## src/rtl/sysio_pkg.sv

```systemverilog
package sysio_pkg;

  function automatic logic [7:0] msbBit(input int n);
    return 8'(1 << (7 - n));
  endfunction

  localparam logic [7:0] RST_KEEP   = msbBit(7);
  localparam logic [7:0] LE_REQ     = msbBit(6);
  localparam logic [7:0] SYSCTL_KEEP = msbBit(0) | msbBit(1) | msbBit(2) | msbBit(3);
  localparam logic [7:0] MAP_KEEP   = msbBit(7);

  localparam logic [15:0] P_RESET  = 16'h0092;
  localparam logic [15:0] P_LIGHT  = 16'h0808;
  localparam logic [15:0] P_EQUIP  = 16'h080C;
  localparam logic [15:0] P_PASS1  = 16'h0810;
  localparam logic [15:0] P_PASS2  = 16'h0812;
  localparam logic [15:0] P_CINV   = 16'h0814;
  localparam logic [15:0] P_KEY    = 16'h0818;
  localparam logic [15:0] P_SYSCTL = 16'h081C;
  localparam logic [15:0] P_MAP    = 16'h0850;
  localparam logic [15:0] P_BOARD  = 16'h0852;

  typedef enum logic [2:0] {
    RD_ONES, RD_ZERO, RD_RST, RD_SYSCTL, RD_MAP, RD_EQUIP, RD_BOARD
  } rdSel_e;

  typedef struct packed {
    logic   active;
    logic   wrRst;
    logic   wrSysCtl;
    logic   wrMap;
    logic   leFault;
    logic   accErr;
    rdSel_e rdSel;
  } strobes_t;

endpackage

```

## src/rtl/sysio_ctrl.sv

```systemverilog
module sysio_ctrl
  import sysio_pkg::*;
#(
  parameter int ADDR_W = 32,
  parameter logic [ADDR_W-1:0] WIN_BASE = 32'hBFFF_EFF0
) (
  input  logic              busValid,
  input  logic              busWrite,
  input  logic              busMem,
  input  logic [ADDR_W-1:0] busAddr,
  input  logic [2:0]        busSize,
  input  logic [7:0]        wrByte,
  output strobes_t          strb
);

  localparam int WIN_LSB = 2;

  logic ioHit;
  logic winHit;

  assign ioHit  = !busMem && (busAddr[ADDR_W-1:16] == '0);
  assign winHit = busMem && (busAddr[ADDR_W-1:WIN_LSB] == WIN_BASE[ADDR_W-1:WIN_LSB]);

  always_comb begin
    strb = '0;
    strb.rdSel = RD_ONES;
    if (busValid) begin
      strb.active = 1'b1;
      if (winHit) begin
        strb.rdSel  = RD_ZERO;
        strb.accErr = busWrite || (busSize != 3'd4);
      end else if (ioHit) begin
        unique case (busAddr[15:0])
          P_RESET: begin
            strb.rdSel   = RD_RST;
            strb.wrRst   = busWrite;
            strb.leFault = busWrite && ((wrByte & LE_REQ) != 8'h00);
          end
          P_SYSCTL: begin
            strb.rdSel    = RD_SYSCTL;
            strb.wrSysCtl = busWrite;
          end
          P_MAP: begin
            strb.rdSel = RD_MAP;
            strb.wrMap = busWrite;
          end
          P_EQUIP: strb.rdSel = RD_EQUIP;
          P_BOARD: strb.rdSel = RD_BOARD;
          P_KEY:   strb.rdSel = RD_ZERO;
          default: strb.rdSel = RD_ONES;
        endcase
      end
      if (busWrite) strb.rdSel = RD_ZERO;
    end
  end

endmodule

```

## src/rtl/sysio_regs.sv

```systemverilog
module sysio_regs
  import sysio_pkg::*;
#(
  parameter int DATA_W = 32,
  parameter logic [7:0] EQUIP_BYTE = 8'h00,
  parameter logic [7:0] BOARD_ID = 8'h00
) (
  input  logic              clk,
  input  logic              rst,
  input  strobes_t          strb,
  input  logic [7:0]        wrByte,
  output logic              busAck,
  output logic              busErr,
  output logic [DATA_W-1:0] rdData,
  output logic              cpuResetReq,
  output logic              ioMapNonContig,
  output logic              haltReq
);

  localparam int PAD_W = DATA_W - 8;

  logic [7:0]        rstReg;
  logic [7:0]        sysCtlReg;
  logic [7:0]        mapReg;
  logic [DATA_W-1:0] rdNext;

  always_comb begin
    unique case (strb.rdSel)
      RD_ZERO:   rdNext = '0;
      RD_RST:    rdNext = {{PAD_W{1'b0}}, rstReg};
      RD_SYSCTL: rdNext = {{PAD_W{1'b0}}, sysCtlReg};
      RD_MAP:    rdNext = {{PAD_W{1'b0}}, mapReg};
      RD_EQUIP:  rdNext = {{PAD_W{1'b0}}, EQUIP_BYTE};
      RD_BOARD:  rdNext = {{PAD_W{1'b0}}, BOARD_ID};
      default:   rdNext = '1;
    endcase
  end

  always_ff @(posedge clk) begin
    if (rst) begin
      rstReg    <= 8'h00;
      sysCtlReg <= 8'h00;
      mapReg    <= MAP_KEEP;
      haltReq   <= 1'b0;
      busAck    <= 1'b0;
      busErr    <= 1'b0;
      rdData    <= '0;
    end else begin
      if (strb.wrRst)    rstReg    <= wrByte & RST_KEEP;
      if (strb.wrSysCtl) sysCtlReg <= wrByte & SYSCTL_KEEP;
      if (strb.wrMap)    mapReg    <= wrByte & MAP_KEEP;
      if (strb.leFault)  haltReq   <= 1'b1;
      busAck <= strb.active;
      busErr <= strb.accErr;
      rdData <= strb.active ? rdNext : '0;
    end
  end

  assign cpuResetReq    = |(rstReg & RST_KEEP);
  assign ioMapNonContig = |(mapReg & MAP_KEEP);

endmodule

```

## src/rtl/sysio_ctrl_regs.sv

```systemverilog
module sysio_ctrl_regs
  import sysio_pkg::*;
#(
  parameter int ADDR_W = 32,
  parameter logic [ADDR_W-1:0] WIN_BASE = 32'hBFFF_EFF0,
  parameter logic [7:0] EQUIP_BYTE = 8'h00,
  parameter logic [7:0] BOARD_ID = 8'h00
) (
  input  logic              clk,
  input  logic              rst,
  input  logic              busValid,
  input  logic              busWrite,
  input  logic              busMem,
  input  logic [ADDR_W-1:0] busAddr,
  input  logic [2:0]        busSize,
  input  logic [31:0]       wrData,
  output logic              busAck,
  output logic              busErr,
  output logic [31:0]       rdData,
  output logic              cpuResetReq,
  output logic              ioMapNonContig,
  output logic              haltReq
);

  strobes_t strb;

  sysio_ctrl #(.ADDR_W(ADDR_W), .WIN_BASE(WIN_BASE)) u_ctrl (
    .busValid(busValid), .busWrite(busWrite), .busMem(busMem),
    .busAddr(busAddr), .busSize(busSize), .wrByte(wrData[7:0]), .strb(strb)
  );

  sysio_regs #(.DATA_W(32), .EQUIP_BYTE(EQUIP_BYTE), .BOARD_ID(BOARD_ID)) u_regs (
    .clk(clk), .rst(rst), .strb(strb), .wrByte(wrData[7:0]),
    .busAck(busAck), .busErr(busErr), .rdData(rdData),
    .cpuResetReq(cpuResetReq), .ioMapNonContig(ioMapNonContig), .haltReq(haltReq)
  );

endmodule

```

## config.mk

```make
export PLATFORM = sky130hd
export DESIGN_NAME = sysio_ctrl_regs
export DESIGN_NICKNAME = d
export VERILOG_FILES = /design/src/rtl/sysio_pkg.sv /design/src/rtl/sysio_ctrl.sv /design/src/rtl/sysio_regs.sv /design/src/rtl/sysio_ctrl_regs.sv
export SDC_FILE = /design/constraint.sdc
export NUM_CORES = 1
export LEC_CHECK = 0
export BUFFER_PORTS_ARGS = -buffer_cell sky130_fd_sc_hd__buf_2
export CAP_MARGIN = 20
export CELL_PAD_IN_SITES_DETAIL_PLACEMENT = 1
export CELL_PAD_IN_SITES_GLOBAL_PLACEMENT = 1
export CORE_AREA = 8 8 76 78
export DETAILED_ROUTE_END_ITERATION = 6
export DIE_AREA = 0 0 84 86
export HOLD_SLACK_MARGIN = 0.1
export PLACE_DENSITY_LB_ADDON = 0.1
export REMOVE_ABC_BUFFERS = 1
export SETUP_SLACK_MARGIN = 0.2
export SYNTH_ARGS = -nofsm -noshare
export SYNTH_HDL_FRONTEND = slang
export SYNTH_SLANG_ARGS = --single-unit
export TNS_END_PERCENT = 1
```

## constraint.sdc

```tcl
create_clock -name clk -period 2.5 [get_ports clk]
set_input_delay 0 -clock clk [delete_from_list [all_inputs] [get_ports clk]]
set_output_delay 0 -clock clk [all_outputs]
set_load 0.01 [all_outputs]
```

After elaboration in Yosys (flattened, before gate mapping)

Cells that the tools add are included.
W data, S select, Z words.

Flip-flop bits (word level): 41
Logic and storage cells: 46

Equality and inequality tests: 14
Multiplexer cells: 13
Bitwise operators: 3
Reduce and logical (&&, ||, !) cells: 9

Operator list:

| cell                   | number |
|---|---|
| $pmux W32 S4           | 1 |
| $eq A16 B12 Y1 const B | 5 |
| $eq A30 B30 Y1 const B | 1 |
| $pmux W3 S6            | 1 |
| $eq A16 B8 Y1 const B  | 1 |
| $logic_not A16 Y1      | 1 |
| $eq A3 B3 Y1 const B   | 3 |
| $mux W3                | 3 |
| $mux W9                | 1 |
| $mux W4                | 2 |
| $eq A3 B2 Y1 const B   | 2 |
| $reduce_or A3 Y1       | 2 |
| $mux W1                | 5 |
| $eq A3 B1 Y1 const B   | 1 |
| $logic_and A1 B1 Y1    | 3 |
| $ne A3 B3 Y1 const B   | 1 |
| $not A1 Y1             | 3 |
| $reduce_or A2 Y1       | 1 |
| $logic_not A1 Y1       | 1 |
| $logic_or A1 B1 Y1     | 1 |

Depth between registers and ports, before layout

Gate-level depths: netlist of run 1.

Depth in word-level cells: 9
Mapped depth: 6
Gate-level depth less buffers: 5

By module

From an unflattened synthesis of run 1, not the netlist that was laid out.

Cells, all modules: 124
Area total of the unflattened synthesis: 1,054.8 µm²

Modules (own cells, without submodules):

| module     | instances | cells an instance | area an instance (µm²) |
|---|---|---|---|
| sysio_regs | 1         | 77                | 705.7 |
| sysio_ctrl | 1         | 47                | 349.1 |

Worst setup path after synthesis of run 1

OpenSTA, ideal clock, no wires.

Kind: input to register
Start point: in busAddr[0]
End point: reg u_regs.rdData[4]
Library setup time: 133 ps
Arrival: 1,134 ps
Required time: 2,367 ps
Path slack: 1,232 ps
Stages: 5
Path through: or4b_4 > a21oi_4 > o21ai_2 > a211oi_4 > o21ai_0

Longest elaborated chain between the ends: 9
Elaborated cells on any way between the ends: 19
Those cells by class: 12 x eq/ne; 6 x mux; 1 x reduce/logical

RTL lines:

| element                                                | RTL line              | RTL |
|---|---|---|
| start: declaration                                     | sysio_ctrl_regs.sv:14 | `input logic [ADDR_W-1:0] busAddr,` |
| $eq A16 B12 Y1 / $eq A16 B8 Y1 (equally long branches) | sysio_ctrl.sv:33      | `unique case (busAddr[15:0])` |
| $pmux W3 S6 *                                          | sysio_ctrl.sv:33      |  |
| $mux W3 *                                              | sysio_ctrl.sv:32      | `end else if (ioHit) begin` |
| $mux W3 *                                              | sysio_ctrl.sv:29      | `if (winHit) begin` |
| $mux W3 *                                              | sysio_ctrl.sv:53      | `if (busWrite) strb.rdSel = RD_ZERO;` |
| $mux W9 *                                              | sysio_ctrl.sv:27      | `if (busValid) begin` |
| $eq A3 B1 Y1 / $eq A3 B3 Y1 (equally long branches)    | sysio_regs.sv:28      | `unique case (strb.rdSel)` |
| $reduce_or A3 Y1 (no source line)                      | -                     |  |
| $pmux W32 S4 *                                         | sysio_regs.sv:28      |  |
| end signal: assignment                                 | sysio_regs.sv:55      | `rdData <= strb.active ? rdNext : '0;` |
| end: declaration                                       | sysio_regs.sv:14      | `output logic [DATA_W-1:0] rdData,` |

Every way passes the cells marked *; elsewhere a longest branch is shown, timed or not.
A chain may end at the register's enable or synchronous reset.

Worst setup path in the final report of run 1

Start point: in busValid
End point: reg u_regs.mapReg[0]

Longest elaborated chain between the ends: 1

RTL lines:

| element                | RTL line              | RTL |
|---|---|---|
| start: declaration     | sysio_ctrl_regs.sv:11 | `input logic busValid,` |
| $mux W9                | sysio_ctrl.sv:27      |  |
| end signal: assignment | sysio_regs.sv:51      | `if (strb.wrMap) mapReg <= wrByte & MAP_KEEP;` |
| end: declaration       | sysio_regs.sv:24      | `logic [7:0] mapReg;` |

No other way between the ends.

==> run metrics, run 1 <==
status finished, final reports clean; final wirelength 4053 um; via count 1,289; asr flop ratio synth 0%; met3 WL 454 um; register area share after synthesis 26.97%; Core ar. 4598 sq um; post-synthesis register bit count 15; final setup fails 0; H-tree depth 1; Multi-input gate area 606.8 sq um; period utilisation layout 86.28%; Post-synth EDFFs 0; critical path class in -> reg; Final min period 2.157 ns; hold crit path type in -> reg; clk slew on worst S/H paths 0.06 ns; Die ar. 7224 sq um; TritonCTS clock tree built; Max VDD drop 146.8 uV; top_reg_cell synth dfxtp_1; Syn Area/Cell 8.566 sq um; Mapped Cells 130; # DRC 0; Tot Pwr 560.5 uW; PwrDens 351.6 nW/um^2; hpwl dp 3517 um; I/O pin count 109; register area 300.3 sq um; worst slew pin tran 0.5679 ns; synthesized area 1114 sq um; Synth-to-Final Area Change 43.15%; wire length on met2 1907 um; vias in the first global route 1,368; final count of hold timing violations 0; Startpoint Class primary input; relative slew slack 62.09%; pin count of the biggest net entering global routing 28; die height 86 um; Crit Path Max Fanout 4; gpl congestion 0.7591; layout net count 277; Hold Path Cell Cnt 3; Inserted Clock Buffers 3; Synth cell types 42; CTS Buffer Depth 2; Routed Antenna Nets 0; Top Metal Used met4; first-pass GRT wire length 6706 um; depth of the worst register-to-register path 3; layout cells sized above 1 47.06%; Arr. time, crit path 2.28 ns; gr usage total 10.93%; setup TNS 0 ns; fin cells 258; Cell Area, Placed 1388 sq um; Max Freq 463.6 MHz; Synth Warn # 0; DR WL/cell 15.71 um; total global routing overflow 0; antenna violations before repair 0; M1 WL 1659 um; Die Wd 84 um; Starting DRT DRC Count 26; CTS Root Cell clkbuf_8; max_cap viols 0; worst skew pair latency 0.24 ns; placed cell count 238; unrepaired setup endpoints after global routing no; skew final 0.003577 ns; I/O Buffers 82; row count 25; cell area after layout 1594 sq um; Diodes inserted 0; Crit path required time 2.63 ns; kind of end point of the critical path flip-flop; P_leak 0.7160 nW; Via density 4.996; fill count 578; clock sink count 15; max-slew violations 0; router iterations before antenna repair 4; Initial Util 24.22%
[cell usage in the layout, fill, tap and decap left out, drive strengths merged, types with 2 or more instances in the layout]
master        n
o31ai         2
and3          3
o21ai        10
a21oi         7
nand4bb       2
dlygate4sd3  16
nor4          6
nor2          8
nand3         7
nand2         4
dfxtp        15
a21boi        2
a211oi        2
nor3          3
and4          2
clkbuf        4
buf          82
nand4b        2
nor4b         3
nand4        11
[flip-flops by register name, summed over array words and instances (netlist names)]
register,flops
u_regs.haltReq,1
u_regs.rdData,6
u_regs.busAck,1
u_regs.sysCtlReg,4
u_regs.rstReg,1
u_regs.mapReg,1
u_regs.busErr,1
[synth_stat cells (all sizes together), types with 3 or more instances]
cell	n	area share, %
dfxtp	15	27
nor4	6	4.5
a21oi	7	4.2
nand3	7	3.1
buf	27	18
and3	3	1.7
nand4	11	6.2
nor3	3	1.3
o21ai	10	4.8
nor2	8	2.7
nor4b	3	4.3
nand2	4	1.3
[critical path, cell delays in order]
cell and delay, ns:
dlygate4sd3_1 0.52, buf_2 0.11, nor4b_2 0.21, and4_1 0.29, and3_1 0.19, a21boi_1 0.07
a311o_1 0.32, dlygate4sd3_1 0.57
[path summary, 6_finish.rpt]
check	startpoint	endpoint	slack, ns
setup / recovery	busValid	u_regs.mapReg[0]$_SDFFE_PP1P_	0.34
hold / removal	busWrite	u_regs.rdData[30]$_SDFF_PP0_	0.15
setup reg to reg	u_regs.mapReg[0]$_SDFFE_PP1P_	u_regs.mapReg[0]$_SDFFE_PP1P_	1.02
hold reg to reg	u_regs.sysCtlReg[7]$_SDFFE_PP0P_	u_regs.rdData[7]$_SDFF_PP0_	0.50
[logic make-up (layout without fill, tap and decap cells)]
logic type | after synthesis | in the layout | share of synthesized area [%]
AOI/OAI and AO/OA | 29 | 29 | 19.55
buffers and inverters | 29 | 103 | 18.65
DFF | 15 | 15 | 26.97
and+or+nand+nor | 57 | 57 | 34.83
[repair_timing]
item,4_1_cts,5_1_grt
hold buffers,16,0
hold endpoints to repair,9,0
setup endpoints to repair,0,1
resized for setup,0,1
buffers inserted,0,0
[power by group]
| part | internal [mW] | leakage (nW) | switching, mW |
|---|---|---|---|
| Combinational | 0.0603 | 0.571 | 0.0612 |
| Clock | 0.113 | 0.0228 | 0.0790 |
| Sequential | 0.244 | 0.122 | 0.00372 |
| Total | 0.417 | 0.716 | 0.144 |
[metrics by stage]
step | worst slack [ns] | utilization (%) | hold WS, ns
4_1_cts | 0.3766 | 34.64 | 0.1541
3_5_place_dp | 0.8606 | 30.18 | 0.2692
5_1_grt | 0.2145 | 34.67 | 0.1774
2_1_floorplan | 0.4959 | - | 0.06907
3_3_place_gp | 0.8827 | 30.18 | 0.2603
6_report | 0.3429 | 34.67 | 0.1479
[area by class of cell]
type,count,area share [%]
clock buffers,4,2.826
inverters,1,0.2355
multi-input cells,86,38.07
flip-flops and latches,15,18.84
well taps,54,4.239
repair buffers,98,35.79
[layer usage]
metal	track usage (%)	up-vias
met4	2.669	0
met5	0	-
li1	-	626
met2	18.67	65
met3	5.024	4
met1	11.98	594
Note: power is estimated with default switching activity, not from simulation.
==> run 2, diff against run 1 <==
--- a/config.mk
+++ b/config.mk
@@ -5,13 +5,14 @@
 export SDC_FILE = /design/constraint.sdc
 export NUM_CORES = 1
 export LEC_CHECK = 0
+export ABC_AREA = 1
 export BUFFER_PORTS_ARGS = -buffer_cell sky130_fd_sc_hd__buf_2
 export CAP_MARGIN = 20
 export CELL_PAD_IN_SITES_DETAIL_PLACEMENT = 1
 export CELL_PAD_IN_SITES_GLOBAL_PLACEMENT = 1
-export CORE_AREA = 8 8 76 78
+export CORE_AREA = 8 8 81 83
 export DETAILED_ROUTE_END_ITERATION = 6
-export DIE_AREA = 0 0 84 86
+export DIE_AREA = 0 0 89 91
 export HOLD_SLACK_MARGIN = 0.1
 export PLACE_DENSITY_LB_ADDON = 0.1
 export REMOVE_ABC_BUFFERS = 1
==> constraint.sdc (replaced) <==
create_clock -name clk -period 2.5 [get_ports clk]
set_input_delay 0 -clock clk [delete_from_list [all_inputs] [get_ports clk]]
set_output_delay 0 -clock clk [all_outputs]
set_load 0.02 [all_outputs]
==> run metrics, run 2 <==
status finished, final reports clean; fill count 746 (+29%); Diodes inserted 0 (unchanged); via count 1,376 (+6.7%); Final Util 32.00% (-2.7 points); Max Freq 637.2 MHz (+37%); synthesized area 1266 sq um (+14%); die height 91 um (+5.8%); Starting DRT DRC Count 59 (+130%); most frequent cells in the layout buf_2, nand2_1, nor2_1; Via density 3.943 (-21%); final count of hold timing violations 0 (unchanged); Syn Area/Cell 6.088 sq um (-29%); Die ar. 8099 sq um (+12%); largest family of logic cells by synthesized area simple AND/OR/NAND/NOR gates; post-synthesis simple-gate area fraction 43.68% (+8.8 points); CTS Buffer Depth 2 (unchanged); PostCTS Resize Cnt 0 (unchanged); post-synthesis xor/xnor area fraction 0% (unchanged); Crit Path Max Fanout 6 (+2); antenna violations before repair 0 (unchanged); layout net count 350 (+26%); I/O Buffers 82 (unchanged); post-synthesis register bit count 15 (unchanged); commonest non-fill, non-tap cell in the layout buf_2; Die Wd 89 um (+6.0%); critical path class in -> reg; GRT busiest layer met2; Post-synth top cells nand2_1, nor2_1, inv_1; vias in the first global route 1,430 (+4.5%); DR WL/cell 11.38 um (-28%); row count 27 (+8.0%); Tot Pwr 622.5 uW (+11%); Core ar. 5338 sq um (+16%); # DRC 0 (unchanged); clock sink count 15 (unchanged); Crit path required time 2.70 ns (+0.07 ns); Synth-to-Final Area Change 34.88%; Synth Area in Adders 0% (unchanged); top_reg_cell synth dfxtp_1; Arr. time, crit path 1.77 ns (-0.51 ns); met3 usage 2.613% (-2.4 points); TritonCTS clock tree built; gr usage total 9.691% (-1.2 points); hpwl dp 3452 um (-1.8%); Mapped Cells 208 (+60%); max-slew violations 0 (unchanged); skew final 0.001945 ns (-0.001631 ns); pin count of the biggest net entering global routing 28 (unchanged); kind of end point of the critical path flip-flop; Synth cell types 24 (-43%); worst slew pin tran 0.5843 ns (+0.01641 ns); largest cells by area after synthesis dfxtp_1, buf_4, nand2_1, nor2_1, inv_1; Yosys top cell by area dfxtp_1; CTS Root Cell clkbuf_8; relative slew slack 60.99% (-1.1 points); worst skew pair latency 0.25 ns (about the same); register area share after synthesis 23.72% (-3.3 points); Synth Warn # 0 (unchanged); asr flop ratio synth 0% (unchanged); Max VDD drop 164.1 uV (+12%); Biggest register u_regs.rdData; Startpoint Class primary input; I/O pin count 109 (unchanged); most frequent cell after synthesis nand2_1; first-pass GRT wire length 6341 um (-5.4%); max_cap viols 0 (unchanged); hold buffers post-CTS 9 (-7); P_leak 0.9334 nW (+30%); unrepaired setup endpoints after global routing no; period utilisation layout 62.78% (-24 points); router iterations before antenna repair 2 (-2); mux cell area share after synthesis 0% (unchanged); Setup Fix Bufs, Post-CTS 0 (unchanged); Inserted Clock Buffers 3 (unchanged); Initial Util 23.72% (-0.50 points); max FFs per register 6 (unchanged); layout cells sized above 1 35.38% (-12 points); PwrDens 364.5 nW/um^2 (+3.7%); routing usage on met1 11.79% (-0.19 points); Final min period 1.569 ns (-0.5877 ns); Routed Antenna Nets 0 (unchanged); H-tree depth 1 (unchanged); share of the synthesized area in the top cell type 23.72% (-3.3 points); hold crit path type in -> reg; compound-gate portion of the synthesized area 8.597% (-11 points); Post-synth EDFFs 0 (unchanged); clk slew on worst S/H paths 0.06 ns (about the same); final wirelength 3972 um (-2.0%); Largest regs u_regs.rdData (6), u_regs.sysCtlReg (4); final setup fails 0 (unchanged); total global routing overflow 0 (unchanged); grt met2 use 15.65% (-3.0 points); gpl congestion 0.7406 (-2.4%)
[run 2: cell types whose count changed in the layout (fill, tap and decap cells not counted), sizes merged, moves of 6 or more]
cell	change
nor2	+40
nand4	-9
nand2	+48
nor4	-6
dlygate4sd3	-7
inv	+28
[run 2: through the flow]
| step | instances | hold slack [ns] | TNS, ns | setup slack [ns] | cell area, sq um |
|---|---|---|---|---|---|
| 6_report | 349 | 0.1074 | 0 | 0.9306 | 1708 |
| 5_1_grt | 349 | 0.1477 | 0 | 0.8053 | 1708 |
| 4_1_cts | 349 | 0.1081 | 0 | 0.9110 | 1708 |
| 3_5_place_dp | 336 | 0.1935 | 0 | 1.086 | 1572 |
| 3_3_place_gp | 336 | 0.1998 | 0 | 1.095 | 1572 |
| 2_1_floorplan | 182 | 0.06907 | -33.57 | -1.243 | 1071 |
[run 2: cells by family (layout without fill, tap and decap cells)]
| logic type | count (synthesis) | in the layout |
|---|---|---|
| AND/OR/NAND/NOR | 120 | 120 |
| flip-flops | 15 | 15 |
| AO/OA/AOI/OAI | 18 | 18 |
| buffers and inverters | 55 | 124 |
[run 2: final timing paths]
path	slack, ns	depth (start not counted)	from	to
hold reg to reg	0.46	2	u_regs.sysCtlReg[6]$_SDFFE_PP0P_	u_regs.rdData[6]$_SDFF_PP0_
setup / recovery	0.93	6	rst	u_regs.busErr$_SDFF_PP0_
setup reg to reg	1.35	3	u_regs.rstReg[0]$_SDFFE_PP0P_	u_regs.rstReg[0]$_SDFFE_PP0P_
hold / removal	0.11	3	busValid	u_regs.haltReq$_SDFFE_PP0P_
[run 2: final cells by class]
cell class	count	area [sq um]	area share, %
Inverter	29	108.9	6.374
Clock buffer	3	41.29	2.418
Clock inverter	1	5.005	0.2930
Tap cell	72	90.09	5.275
Sequential cell	15	300.3	17.58
Multi-Input combinational cell	138	661.9	38.75
Timing Repair Buffer	91	500.5	29.30
[run 2: routing by layer]
metal | vias to the layer above | part of all wire [%]
met5 | - | 0
met4 | 0 | 1.5
met3 | 5 | 12
met2 | 56 | 44
met1 | 563 | 43
li1 | 752 | -
[run 2: worst max-delay path, stage by stage]
cell and delay (ns):
dlygate4sd3_1 0.54, buf_2 0.14, inv_1 0.15, nand2_1 0.13, a311oi_1 0.24, dlygate4sd3_1 0.56
[run 2: power breakdown]
| part | switching [mW] | internal (mW) |
|---|---|---|
| Sequential | 0.00496 | 0.245 |
| Combinational | 0.100 | 0.0666 |
| Clock | 0.0952 | 0.111 |
| Total | 0.200 | 0.422 |
==> run 3, diff against run 2 <==
--- a/config.mk
+++ b/config.mk
@@ -5,14 +5,14 @@
 export SDC_FILE = /design/constraint.sdc
 export NUM_CORES = 1
 export LEC_CHECK = 0
-export ABC_AREA = 1
+export ABC_AREA = 0
 export BUFFER_PORTS_ARGS = -buffer_cell sky130_fd_sc_hd__buf_2
 export CAP_MARGIN = 20
 export CELL_PAD_IN_SITES_DETAIL_PLACEMENT = 1
 export CELL_PAD_IN_SITES_GLOBAL_PLACEMENT = 1
-export CORE_AREA = 8 8 81 83
+export CORE_AREA = 8 8 79 81
 export DETAILED_ROUTE_END_ITERATION = 6
-export DIE_AREA = 0 0 89 91
+export DIE_AREA = 0 0 87 89
 export HOLD_SLACK_MARGIN = 0.1
 export PLACE_DENSITY_LB_ADDON = 0.1
 export REMOVE_ABC_BUFFERS = 1
==> constraint.sdc (replaced) <==
create_clock -name clk -period 1.47 [get_ports clk]
set_input_delay 0 -clock clk [delete_from_list [all_inputs] [get_ports clk]]
set_output_delay 0 -clock clk [all_outputs]
set_load 0.02 [all_outputs]
==> run metrics, run 3 (synthesized netlist as in run 1, its figures left out) <==
via count 1,290 (-6.3%); first-pass GRT wire length 6706 um (+5.8%); total global routing overflow 0 (unchanged); I/O Buffers 82 (unchanged); fin cells 281 (-19%); DP Worst Slack -0.08845 ns (-1.175 ns); DR WL/cell 15.02 um (+32%); die height 89 um (-2.2%); max_cap viols 0 (unchanged); P_leak 0.7447 nW (-20%); Crit path required time 1.58 ns (-1.12 ns); Diodes inserted 0 (unchanged); gr usage total 10.85% (+1.2 points); clk slew on worst S/H paths 0.06 ns (about the same); Core ar. 4977 sq um (-6.8%); Max Freq 792.4 MHz; worst skew pair latency 0.24 ns (about the same); Starting DRT DRC Count 32 (-46%); unrepaired setup endpoints after global routing yes; Largest regs u_regs.rdData (6), u_regs.sysCtlReg (4); skew final 0.001760 ns (-0.0001856 ns); hpwl dp 3750 um (+8.6%); layout cells sized above 1 54.03% (+19 points); Final min period 1.262 ns; placed cell count 268 (-20%); vias in the first global route 1,437 (+0.49%); pin count of the biggest net entering global routing 28 (unchanged); # DRC 0 (unchanged); final setup fails 0 (unchanged); Multi-input gate area 623.1 sq um (-5.9%); I/O pin count 109 (unchanged); Routed Antenna Nets 0 (unchanged); fill count 623 (-16%); most frequent cells in the layout buf_2, buf_4, dfxtp_1; Initial Util 22.37% (-1.3 points); Startpoint Class primary input; commonest non-fill, non-tap cell in the layout buf_2; R2R Setup Slk 0.54 ns (-0.81 ns); Via density 4.591 (+16%); register area 301.5 sq um (+0.42%); slowest CP cell nor4_2; Setup Fix Bufs, Post-CTS 0 (unchanged); Max VDD drop 239.3 uV (+46%); row count 26 (-3.7%); Die Wd 87 um (-2.2%); max-slew violations 0 (unchanged); worst slew pin tran 0.3795 ns (-0.2048 ns); Die ar. 7743 sq um (-4.4%); Arr. time, crit path 1.38 ns (-0.39 ns); PwrDens 599.6 nW/um^2 (+65%); Max stage delay on crit path 0.37 ns (-0.19 ns); max FFs per register 6 (unchanged); gpl congestion 0.8003 (+8.1%); CTS Root Cell clkbuf_8; TritonCTS clock tree built; H-tree depth 1 (unchanged); relative slew slack 74.47% (+13 points); Biggest register u_regs.rdData; critical path class in -> reg; CTS Buffer Depth 2 (unchanged); clock sink count 15 (unchanged); layout net count 284 (-19%); final wirelength 4222 um (+6.3%); status finished, final reports clean; crit-path cells buf_2, nor4_2, and3_1, nand2_1, a211oi_4, o21ai_0; Synth-to-Final Area Change 49.66%; kind of end point of the critical path flip-flop; period utilisation layout 85.85%; final count of hold timing violations 0 (unchanged); antenna violations before repair 0 (unchanged); Worst Setup Slack, final 0.2080 ns (-0.7226 ns); Crit Path Max Fanout 5 (-1); hold crit path type in -> reg; Inserted Clock Buffers 3 (unchanged); router iterations before antenna repair 2 (unchanged)
[run 3: cell types whose count changed in the layout (fill, tap and decap cells not counted), sizes merged, moves of 6 or more]
cell | previous run | this run
buf | 82 | 96
inv | 29 | 1
nand2 | 52 | 4
nand4 | 2 | 11
nor2 | 48 | 8
nor4 | 0 | 6
[run 3: final timing paths]
| path | startpoint | end | depth (start not counted) |
|---|---|---|---|
| worst max-delay path | busAddr[13] | u_regs.rdData[4]$_SDFF_PP0_ | 6 |
| worst min-delay path | rst | u_regs.sysCtlReg[5]$_SDFFE_PP0P_ | 3 |
| worst max register to register | u_regs.rstReg[0]$_SDFFE_PP0P_ | u_regs.rdData[0]$_SDFF_PP0_ | 3 |
| worst min register to register | u_regs.haltReq$_SDFFE_PP0P_ | u_regs.haltReq$_SDFFE_PP0P_ | 2 |
[run 3: report_power, final]
part	internal, mW	switching (mW)
clock network	0.192	0.136
logic	0.113	0.137
registers	0.415	0.00671
total	0.719	0.280
[run 3: timing repair]
item / 4_1_cts / 5_1_grt
resized for setup: 2 / 3
hold endpoints to repair: 9 / 0
setup endpoints to repair: 2 / 38
hold buffers: 9 / 0
pin swaps: 1 / 0
[run 3: layer usage]
metal	wire length (um)	GRT usage (%)	vias up
met5	0	0	-
li1	-	-	640
met1	1578	10.77	589
met3	519	5.239	4
met4	25	2.660	0
met2	2099	19.92	57
[run 3: stage by stage]
stage | util [%] | cell area, sq um | TNS, ns | total power [mW] | hold slack [ns]
CTS | 33.33 | 1659 | 0 | 1.009 | 0.1038
finish | 33.48 | 1667 | 0 | 0.9992 | 0.1011
detailed placement | 30.39 | 1513 | -0.4155 | 0.6615 | 0.2643
floorplan | - | 909.6 | -61.38 | 0.5143 | 0.06907
global route | 33.48 | 1667 | 0 | 1.050 | 0.1077
global placement | 30.39 | 1513 | -0.09542 | 0.6557 | 0.2583
[run 3: worst max-delay path: cells and delay by family]
kind            cells  cell delay (ns)
simple gates        3             0.80
buf+inv             1             0.11
compound gates      2             0.47
[run 3: layout make-up]
type | count | share of cell area, %
Clock buffer | 4 | 2.703
Inverter | 1 | 0.2252
Multi-Input combinational cell | 86 | 37.39
Sequential cell | 15 | 18.09
Tap cell | 70 | 5.255
Timing Repair Buffer | 105 | 36.34
